`src/rtl/gtimer_pkg.sv`:
```
package gtimer_pkg;

  typedef logic [31:0] word_t;
  typedef logic [63:0] dword_t;

  // word addresses; the per-core compare layout is decoded by both
  // the write decode in the top and the read mux
  localparam int unsigned REG_CFG      = 0;
  localparam int unsigned REG_CNT_LO   = 1;
  localparam int unsigned REG_CNT_HI   = 2;
  localparam int unsigned REG_CMP_BASE = 4;

  // configuration word fields
  localparam int unsigned CFG_HALT_BIT = 0;
  localparam int unsigned CFG_K_LSB    = 16;
  localparam int unsigned CFG_K_W      = 4;

  typedef struct packed {
    logic cfg;
    logic cnt_lo;
    logic cnt_hi;
  } glob_wr_t;

  function automatic int unsigned cmp_lo_addr(input int unsigned core);
    return REG_CMP_BASE + 2 * core;
  endfunction

  function automatic int unsigned cmp_hi_addr(input int unsigned core);
    return REG_CMP_BASE + 2 * core + 1;
  endfunction

endpackage

```
`src/rtl/gtimer_counter.sv`:
```
module gtimer_counter
  import gtimer_pkg::*;
#(
  parameter int unsigned STEP_K = 2
) (
  input  logic     clk,
  input  logic     rst,
  input  glob_wr_t wr,
  input  word_t    wdata,
  output logic     halt,
  output dword_t   cnt_ext
);

  localparam int unsigned CW    = 32 + 4 * STEP_K;
  localparam int unsigned HI_W  = (CW > 32) ? (CW - 32) : 1;

  logic          halt_q;
  logic [CW-1:0] cnt_q;
  logic          any_ld;

  assign any_ld = wr.cnt_lo | wr.cnt_hi;

  always_ff @(posedge clk) begin
    if (rst) begin
      halt_q <= 1'b1;
    end else if (wr.cfg) begin
      halt_q <= wdata[CFG_HALT_BIT];
    end
  end

  generate
    if (CW > 32) begin : g_wide
      always_ff @(posedge clk) begin
        if (rst) begin
          cnt_q <= '0;
        end else if (any_ld) begin
          if (wr.cnt_lo) cnt_q[31:0]  <= wdata;
          if (wr.cnt_hi) cnt_q[CW-1:32] <= wdata[HI_W-1:0];
        end else if (!halt_q) begin
          cnt_q <= cnt_q + 1'b1;
        end
      end
    end else begin : g_narrow
      always_ff @(posedge clk) begin
        if (rst) begin
          cnt_q <= '0;
        end else if (wr.cnt_lo) begin
          cnt_q <= wdata[CW-1:0];
        end else if (!halt_q && !wr.cnt_hi) begin
          cnt_q <= cnt_q + 1'b1;
        end
      end
    end
  endgenerate

  assign halt    = halt_q;
  assign cnt_ext = 64'(cnt_q);

  AST_CNT_HOLD: assert property (@(posedge clk) disable iff (rst)
    (halt_q && !any_ld) |=> $stable(cnt_q)) else $error("count moved while halted");
  AST_CNT_STEP: assert property (@(posedge clk) disable iff (rst)
    (!halt_q && !any_ld) |=> (cnt_q == $past(cnt_q) + 1'b1)) else $error("count did not step by one");
  AST_CNT_LOAD_LO: assert property (@(posedge clk) disable iff (rst)
    wr.cnt_lo |=> (cnt_q[31:0] == $past(wdata[31:0]))) else $error("low load lost");
  AST_HALT_WRITE: assert property (@(posedge clk) disable iff (rst)
    wr.cfg |=> (halt_q == $past(wdata[CFG_HALT_BIT]))) else $error("halt bit not written");

endmodule

```
`src/rtl/gtimer_compare.sv`:
```
module gtimer_compare
  import gtimer_pkg::*;
(
  input  logic   clk,
  input  logic   rst,
  input  logic   wr_lo,
  input  logic   wr_hi,
  input  word_t  wdata,
  input  dword_t cnt_ext,
  output dword_t cmp,
  output logic   irq
);

  dword_t cmp_q;
  logic   irq_q;
  logic   any_wr;
  logic   reached;

  assign any_wr  = wr_lo | wr_hi;
  assign reached = (cnt_ext >= cmp_q);

  always_ff @(posedge clk) begin
    if (rst) begin
      cmp_q <= '1;
    end else begin
      if (wr_lo) cmp_q[31:0]  <= wdata;
      if (wr_hi) cmp_q[63:32] <= wdata;
    end
  end

  always_ff @(posedge clk) begin
    if (rst) begin
      irq_q <= 1'b0;
    end else if (any_wr) begin
      irq_q <= 1'b0;
    end else if (reached) begin
      irq_q <= 1'b1;
    end
  end

  assign cmp = cmp_q;
  assign irq = irq_q;

  AST_IRQ_CLEAR: assert property (@(posedge clk) disable iff (rst)
    any_wr |=> !irq_q) else $error("compare write did not clear irq");
  AST_IRQ_FIRE: assert property (@(posedge clk) disable iff (rst)
    (!any_wr && (cnt_ext >= cmp_q)) |=> irq_q) else $error("irq missed deadline");
  AST_IRQ_STICKY: assert property (@(posedge clk) disable iff (rst)
    (irq_q && !any_wr) |=> irq_q) else $error("irq dropped without write");
  AST_CMP_HI_WRITE: assert property (@(posedge clk) disable iff (rst)
    wr_hi |=> (cmp_q[63:32] == $past(wdata))) else $error("compare high not written");

endmodule

```
`src/rtl/gtimer_regbus.sv`:
```
module gtimer_regbus
  import gtimer_pkg::*;
#(
  parameter int unsigned NUM_CORES = 4,
  parameter int unsigned STEP_K    = 2,
  parameter int unsigned ADDR_W    = 4
) (
  input  logic                       clk,
  input  logic                       rst,
  input  logic                       rd_en,
  input  logic [ADDR_W-1:0]          addr,
  input  logic                       halt,
  input  dword_t                     cnt_ext,
  input  logic [NUM_CORES-1:0][63:0] cmp_all,
  output word_t                      rdata,
  output logic                       rvalid
);

  word_t cfg_word;
  word_t rd_mux;
  word_t rdata_q;
  logic  rvalid_q;

  always_comb begin
    cfg_word = '0;
    cfg_word[CFG_HALT_BIT] = halt;
    cfg_word[CFG_K_LSB +: CFG_K_W] = CFG_K_W'(STEP_K);
  end

  always_comb begin
    rd_mux = '0;
    if (addr == ADDR_W'(REG_CFG))    rd_mux = cfg_word;
    if (addr == ADDR_W'(REG_CNT_LO)) rd_mux = cnt_ext[31:0];
    if (addr == ADDR_W'(REG_CNT_HI)) rd_mux = cnt_ext[63:32];
    for (int c = 0; c < int'(NUM_CORES); c++) begin
      if (addr == ADDR_W'(cmp_lo_addr(c))) rd_mux = cmp_all[c][31:0];
      if (addr == ADDR_W'(cmp_hi_addr(c))) rd_mux = cmp_all[c][63:32];
    end
  end

  always_ff @(posedge clk) begin
    if (rst) begin
      rvalid_q <= 1'b0;
      rdata_q  <= '0;
    end else begin
      rvalid_q <= rd_en;
      if (rd_en) rdata_q <= rd_mux;
    end
  end

  assign rdata  = rdata_q;
  assign rvalid = rvalid_q;

  AST_RVALID_FOLLOW: assert property (@(posedge clk) disable iff (rst)
    rd_en |=> rvalid_q) else $error("read not answered");
  AST_RVALID_IDLE: assert property (@(posedge clk) disable iff (rst)
    !rd_en |=> !rvalid_q) else $error("spurious read valid");
  AST_RDATA_HOLD: assert property (@(posedge clk) disable iff (rst)
    !rd_en |=> $stable(rdata_q)) else $error("read data moved without request");

endmodule

```
`src/rtl/gtimer_top.sv`:
```
module gtimer_top
  import gtimer_pkg::*;
#(
  parameter int unsigned NUM_CORES = 4,
  parameter int unsigned STEP_K    = 2,
  parameter int unsigned ADDR_W    = $clog2(REG_CMP_BASE + 2 * NUM_CORES)
) (
  input  logic                 clk,
  input  logic                 rst,
  input  logic                 bus_wr_en,
  input  logic                 bus_rd_en,
  input  logic [ADDR_W-1:0]    bus_addr,
  input  logic [31:0]          bus_wdata,
  output logic [31:0]          bus_rdata,
  output logic                 bus_rvalid,
  output logic [NUM_CORES-1:0] core_irq
);

  glob_wr_t                   glob_wr;
  logic                       halt;
  dword_t                     cnt_ext;
  logic [NUM_CORES-1:0][63:0] cmp_all;
  logic [NUM_CORES-1:0]       irq_vec;

  always_comb begin
    glob_wr.cfg    = bus_wr_en && (bus_addr == ADDR_W'(REG_CFG));
    glob_wr.cnt_lo = bus_wr_en && (bus_addr == ADDR_W'(REG_CNT_LO));
    glob_wr.cnt_hi = bus_wr_en && (bus_addr == ADDR_W'(REG_CNT_HI));
  end

  gtimer_counter #(
    .STEP_K (STEP_K)
  ) u_counter (
    .clk     (clk),
    .rst     (rst),
    .wr      (glob_wr),
    .wdata   (bus_wdata),
    .halt    (halt),
    .cnt_ext (cnt_ext)
  );

  generate
    for (genvar c = 0; c < int'(NUM_CORES); c++) begin : g_core
      logic wr_lo;
      logic wr_hi;
      dword_t cmp_c;

      assign wr_lo = bus_wr_en && (bus_addr == ADDR_W'(cmp_lo_addr(c)));
      assign wr_hi = bus_wr_en && (bus_addr == ADDR_W'(cmp_hi_addr(c)));

      gtimer_compare u_cmp (
        .clk     (clk),
        .rst     (rst),
        .wr_lo   (wr_lo),
        .wr_hi   (wr_hi),
        .wdata   (bus_wdata),
        .cnt_ext (cnt_ext),
        .cmp     (cmp_c),
        .irq     (irq_vec[c])
      );

      assign cmp_all[c] = cmp_c;
    end
  endgenerate

  gtimer_regbus #(
    .NUM_CORES (NUM_CORES),
    .STEP_K    (STEP_K),
    .ADDR_W    (ADDR_W)
  ) u_regbus (
    .clk     (clk),
    .rst     (rst),
    .rd_en   (bus_rd_en),
    .addr    (bus_addr),
    .halt    (halt),
    .cnt_ext (cnt_ext),
    .cmp_all (cmp_all),
    .rdata   (bus_rdata),
    .rvalid  (bus_rvalid)
  );

  assign core_irq = irq_vec;

  AST_RESERVED_WR: assert property (@(posedge clk) disable iff (rst)
    (bus_wr_en && bus_addr == ADDR_W'(3)) |=> $stable(halt)) else $error("reserved write changed config");

endmodule

```
`config.mk`:
```
export PLATFORM = sky130hd
export DESIGN_NAME = gtimer_top
export DESIGN_NICKNAME = d
export VERILOG_FILES = /design/src/rtl/gtimer_pkg.sv /design/src/rtl/gtimer_counter.sv /design/src/rtl/gtimer_compare.sv /design/src/rtl/gtimer_regbus.sv /design/src/rtl/gtimer_top.sv
export SDC_FILE = /design/constraint.sdc
export NUM_CORES = 1
export LEC_CHECK = 0
export ABC_AREA = 1
export BUFFER_PORTS_ARGS = -buffer_cell sky130_fd_sc_hd__buf_2
export CAP_MARGIN = 10
export CORE_MARGIN = 5
export CORE_UTILIZATION = 36
export DETAILED_ROUTE_END_ITERATION = 16
export PLACE_DENSITY = 0.61
export SLEW_MARGIN = 15
export SYNTH_ARGS = -nofsm -noshare
export SYNTH_HDL_FRONTEND = slang
export SYNTH_SLANG_ARGS = --single-unit
```
`constraint.sdc`:
```
create_clock -name clk -period 3.6 [get_ports clk]
set_clock_uncertainty 0.15 [all_clocks]
set_input_delay 0.72 -clock clk [delete_from_list [all_inputs] [get_ports clk]]
set_output_delay 0.72 -clock clk [all_outputs]
set_load 0.1 [all_outputs]
```
Word-level counts from Yosys, hierarchy flattened
Index checks and enable logic that the tools add are counted.
{"block": "word_totals", "reg_bits": 334, "out_inout_bits": 37, "elab_cells": 73}
{"block": "classes", "addsub": 1, "magnitude_cmp": 4, "eq_ne": 13, "mux": 15, "bitwise": 5, "n_reduce_logical": 18}
{"cell": "$mux W32", "count": 11}
{"cell": "$ge A40 B64 Y1", "count": 4}
{"cell": "$mux W40", "count": 2}
{"cell": "$add A40 B1 Y40 const B", "count": 1}
{"cell": "$mux W18", "count": 1}
{"cell": "$eq A4 B3 Y1 const B", "count": 4}
{"cell": "$eq A4 B4 Y1 const B", "count": 4}
{"cell": "$logic_and A1 B1 Y1", "count": 11}
{"cell": "$mux W8", "count": 1}
{"cell": "$reduce_or A2 Y1", "count": 4}
{"cell": "$or A1 B1 Y1", "count": 5}
{"cell": "$eq A4 B1 Y1 const B", "count": 1}
{"cell": "$eq A4 B2 Y1 const B", "count": 1}
{"cell": "$logic_not A4 Y1", "count": 1}
{"cell": "$ne A2 B1 Y1 const B", "count": 2}
{"cell": "$reduce_and A2 Y1", "count": 2}
{"cell": "$ne A2 B2 Y1 const B", "count": 1}

Depth between registers and ports, before layout
{"block": "depth", "ltp_word": 12, "depth_mapped": 17}

Modules after synthesis
A second synthesis with hierarchy kept.
{"block": "unflattened", "cells_unflattened": 3330, "area_unflattened_um2": 22246.3}
{"mod": "gtimer_compare at g_core[0].u_cmp ...", "n_inst": 3, "cells_per_inst": 501, "area_each_um2": 3796.1}
{"mod": "gtimer_compare at g_core[3].u_cmp", "n_inst": 1, "cells_per_inst": 501, "area_each_um2": 3808.7}
{"mod": "gtimer_regbus", "n_inst": 1, "cells_per_inst": 751, "area_each_um2": 3696.0}
{"mod": "gtimer_counter", "n_inst": 1, "cells_per_inst": 552, "area_each_um2": 3264.4}
{"mod": "gtimer_top", "n_inst": 1, "cells_per_inst": 23, "area_each_um2": 88.8}

Worst setup path after synthesis
Ideal clock, no wire load.
{"block": "synth_timing", "kind": "input to register", "start": "input port bus_addr[2]", "end": "register u_counter.cnt_q[12]", "arrival_ns": 1.761, "path_slack_ns": 1.573, "path_stages": 9, "n_path_buf": 0, "cell_sequence": "inv_2 > nand2_1 > nor2_4 > nand2_2 > nand2_4 > inv_2 > or2_2 > a21oi_1 > nor2_1"}
{"block": "synth_via", "elab_chain_cells": 5}
{"item": "start, declared", "line_no": "gtimer_top.sv:12", "source": "input logic [ADDR_W-1:0] bus_addr,"}
{"item": "$eq A4 B1 Y1 or $eq A4 B2 Y1 (tied branches)", "line_no": "gtimer_top.sv:27, gtimer_top.sv:28"}
{"item": "$logic_and A1 B1 Y1 (on tied branches)", "line_no": "gtimer_top.sv:27, gtimer_top.sv:28"}
{"item": "$or A1 B1 Y1", "line_no": "gtimer_counter.sv:21", "source": "assign any_ld = wr.cnt_lo | wr.cnt_hi;"}
{"item": "$ne A2 B1 Y1 (no line) or $ne A2 B2 Y1 (tied branches)"}
{"item": "$reduce_and A2 Y1 (no line)"}
{"item": "end signal, assigned", "line_no": "gtimer_counter.sv:37", "source": "if (wr.cnt_lo) cnt_q[31:0] <= wdata;"}
{"item": "end signal, assigned by index", "line_no": "gtimer_counter.sv:38", "source": "if (wr.cnt_hi) cnt_q[CW-1:32] <= wdata[HI_W-1:0];"}
{"item": "end signal, assigned", "line_no": "gtimer_counter.sv:40", "source": "cnt_q <= cnt_q + 1'b1;"}
{"item": "end, declared", "line_no": "gtimer_counter.sv:18", "source": "logic [CW-1:0] cnt_q;"}
Several ways; a longest one is shown, not always the timed one.
A chain may end at the register's enable or synchronous reset.

Final worst setup path
{"block": "layout_timing", "start": "input port bus_addr[2]", "end": "register u_counter.cnt_q[8]"}
Same word-level chain as after synthesis.

==> impl_metrics.json <==
{
  "cap_violations": 0,
  "cts.repair.resized": 0,
  "track_usage_pct": 22.36,
  "power_density_nw_per_um2": 418.9,
  "hold_path_class": "reg -> reg",
  "wl_per_cell_um": 19.35,
  "slew_headroom_pct": 33.00,
  "synth_xor_area_share_pct": 0.8082,
  "layout.nets": 3014,
  "synth-simple-area-share_pct": 23.00,
  "grt_max_degree": 157,
  "routed_wl_um": 68470,
  "post_cts.repair.setup_buffers": 0,
  "worstPathArrival_ns": 3.16,
  "swShare_pct": 28.08,
  "die-area_um2": 58940,
  "slowest_stage": "a21boi_4",
  "critPathRequiredTime_ns": 3.88,
  "async_flop_share_pct": 0,
  "start_util_pct": 36.32,
  "synthesis.nets": 3024,
  "routabilityCongestion": 0.9479,
  "hold_violations": 0,
  "tightest_slew_ns": 1.003,
  "firstDrtPassIters": 6,
  "yosysUniqueCellTypes": 41,
  "drc": 0,
  "synth_edf_count": 0,
  "pwr-share-seq_pct": 42.6,
  "cts_tree": "done",
  "outcome": "completed",
  "drv_slew": 0,
  "synth.ff_latch_count": 334,
  "yosys.area_share.adder_pct": 10.33,
  "hold_buffers": 0,
  "cp-end-kind": "register",
  "ioPinCount": 77,
  "grt_pass1_vias": 17350,
  "chipWidth_um": 242.8,
  "fillers": 5543,
  "cts_sinks": 334,
  "synth_flop_cell": "dfxtp_1",
  "leakage_nw": 11.10,
  "portBuffers": 76,
  "root_buffer": "clkbuf_16",
  "area_growth_pct": 11.71,
  "yosysSeqAreaShare_pct": 34.28,
  "p_int_mw": 6.566,
  "drive_gt1_share_pct": 7.847,
  "via_per_inst": 5.325,
  "grt_pass1_wl_um": 104100,
  "fin_setup_tns_ns": 0,
  "die_h_um": 242.8,
  "dp_hpwl_um": 50720,
  "synth.area.mux_share_pct": 0,
  "netlist_area_um2": 19510,
  "comb_power_share_pct": 11.0,
  "use_met3_pct": 3.410,
  "syn_avg_cell_area_um2": 6.910,
  "ir_drop_mv": 0.2858,
  "critPathTopFamily": "compound AO/OA/AOI/OAI gates",
  "period_needed_ns": 2.879,
  "criticalPathCategory": "in -> reg",
  "clk_latency_ns": 0.57,
  "detail-route-antenna-nets": 0,
  "rsz0062_at_grt": "no",
  "crit_path_max_fanout": 34,
  "rows": 85,
  "grt-ovfl-total": 0,
  "met2_usage_pct": 38.61,
  "p_switching_mw": 2.563,
  "cp-start-kind": "input pin",
  "setup_violations": 0,
  "clk_path_buf_depth": 3,
  "antenna_found_initial": 1,
  "fin_cells": 3538,
  "antenna_cells": 0,
  "synth_compound_area_share_pct": 20.60,
  "period_share_pct": 79.97,
  "clockPowerShare_pct": 46.4,
  "dpl.cell_count": 3467,
  "synth_top_family_by_area": "simple AND/OR/NAND/NOR gates",
  "yosys_warnings": 0,
  "path_buf_inv": 3,
  "max_freq_mhz": 347.4,
  "core_um2": 53710,
  "first_iter_violations": 1679,
  "cts-buffers-inserted": 40,
  "clk_pin_slew_ns": 0.06,
  "syn_inst": 2823,
  "dr_total_vias": 18840,
  "critical_path.cell_chain": "buf_2 -> inv_2 -> nand2_1 -> nor2_4 -> nand2_2 -> a21boi_4 -> inv_2 -> o21ai_0 -> a21oi_1 -> a21oi_1 -> nor2_1",
  "htreeDepth": 2,
  "gr-usage-met1_pct": 27.20,
  "busiest_layer": "met2",
  "crit_path_max_incr_delay_ns": 0.80
}
-- synth_stat cells (8+ instances only) --
master	number	share of area, %
nand2_1	648	12
inv_1	359	6.9
dfxtp_1	334	34
a21oi_1	291	7.5
o21ai_0	217	5.6
nor2_1	167	3.2
ha_1	161	10
o211ai_1	133	5.1
nand3_1	109	2.8
clkbuf_1	99	1.9
nand4_1	64	2.1
buf_2	51	1.3
nor3_1	23	0.59
inv_2	16	0.31
o22ai_1	16	0.51
o21ai_1	15	0.38
nor2_2	11	0.35
xor2_1	11	0.49
buf_4	10	0.38
o21a_1	10	0.38
a21o_1	9	0.35
nor4_1	9	0.29
nor2_4	8	0.46
-- path summary, 6_finish.rpt --
check / startpoint / end / slack (ns) / depth (start not counted)
min reg2reg: u_regbus.rdata[6] / u_regbus.rdata[6] / 0.31 / 2
min: u_regbus.rdata[6] / u_regbus.rdata[6] / 0.31 / 2
max reg2reg: u_counter.cnt_q[1] / u_counter.cnt_q[36] / 0.95 / 11
max: bus_addr[2] / u_counter.cnt_q[8] / 0.72 / 11
-- sequential cells by signal (all words and copies together) (netlist names) --
name              cells
g_core.u_cmp.cmp    256
u_counter.cnt_q      40
u_regbus.rdata       32
g_core.u_cmp.irq      4
u_counter.halt        1
u_regbus.rvalid       1
-- layer usage --
metal / wire length (um) / vias up
met5: 0 / -
met4: 3737 / 0
met3: 3810 / 176
met2: 33050 / 610
met1: 27870 / 8683
li1: - / 9371
-- placed cells by master, fill, tap and decap left out, drive strengths merged, types with 11 or more instances in the layout --
master / n
inv: 378
nand2: 655
nand3: 109
nand4: 64
nor2: 186
clkbuf: 60
a21oi: 291
xor2: 11
o211ai: 133
o21ai: 232
nor3: 24
ha: 161
buf: 111
dfxtp: 334
o22ai: 16
-- tightest hold or removal path, cell delays in order (launching register included) --
cell	delay [ns]
dfxtp_1	0.30
nand2_1	0.06
a21oi_1	0.05
-- cell type report --
cell class | count | area [um^2] | area share, %
Clock buffer | 60 | 1167 | 5.357
Clock inverter | 11 | 165.2 | 0.7579
Inverter | 377 | 1420 | 6.517
Multi-Input combinational cell | 1949 | 10710 | 49.13
Sequential cell | 334 | 6686 | 30.68
Tap cell | 696 | 870.8 | 3.996
Timing Repair Buffer | 111 | 774.5 | 3.554
-- metrics by stage --
stage / power [mW] / instance area, um^2 / utilization (%) / hold WS [ns] / setup WS, ns
3_5_place_dp: 4.972 / 20460 / 38.09 / 0.3017 / 0.1798
3_3_place_gp: 4.964 / 20460 / 38.09 / 0.3017 / 0.2061
5_1_grt: 9.419 / 21790 / 40.57 / 0.3267 / 0.5641
4_1_cts: 9.180 / 21790 / 40.57 / 0.3110 / 0.7814
6_report: 9.129 / 21790 / 40.57 / 0.3094 / 0.7211
2_1_floorplan: 4.626 / 19510 / - / 0.2958 / 1.573
-- power by group through the flow --
stage / logic (mW) / clock network (mW) / registers, mW
final: 1.00 / 4.24 / 3.89
after detailed placement: 1.00 / 0 / 3.97
after global routing: 1.08 / 4.44 / 3.90
after global placement: 0.996 / 0 / 3.97
after CTS: 1.01 / 4.29 / 3.89
after floorplan: 0.492 / 0 / 4.13
-- kinds of logic after synthesis --
family / Yosys count
fa+ha+maj: 161
compound gates: 710
flops: 334
simple gates: 1060
xor+xnor: 18
buf+inv: 540
No activity file was read; power rests on OpenSTA's default activity.
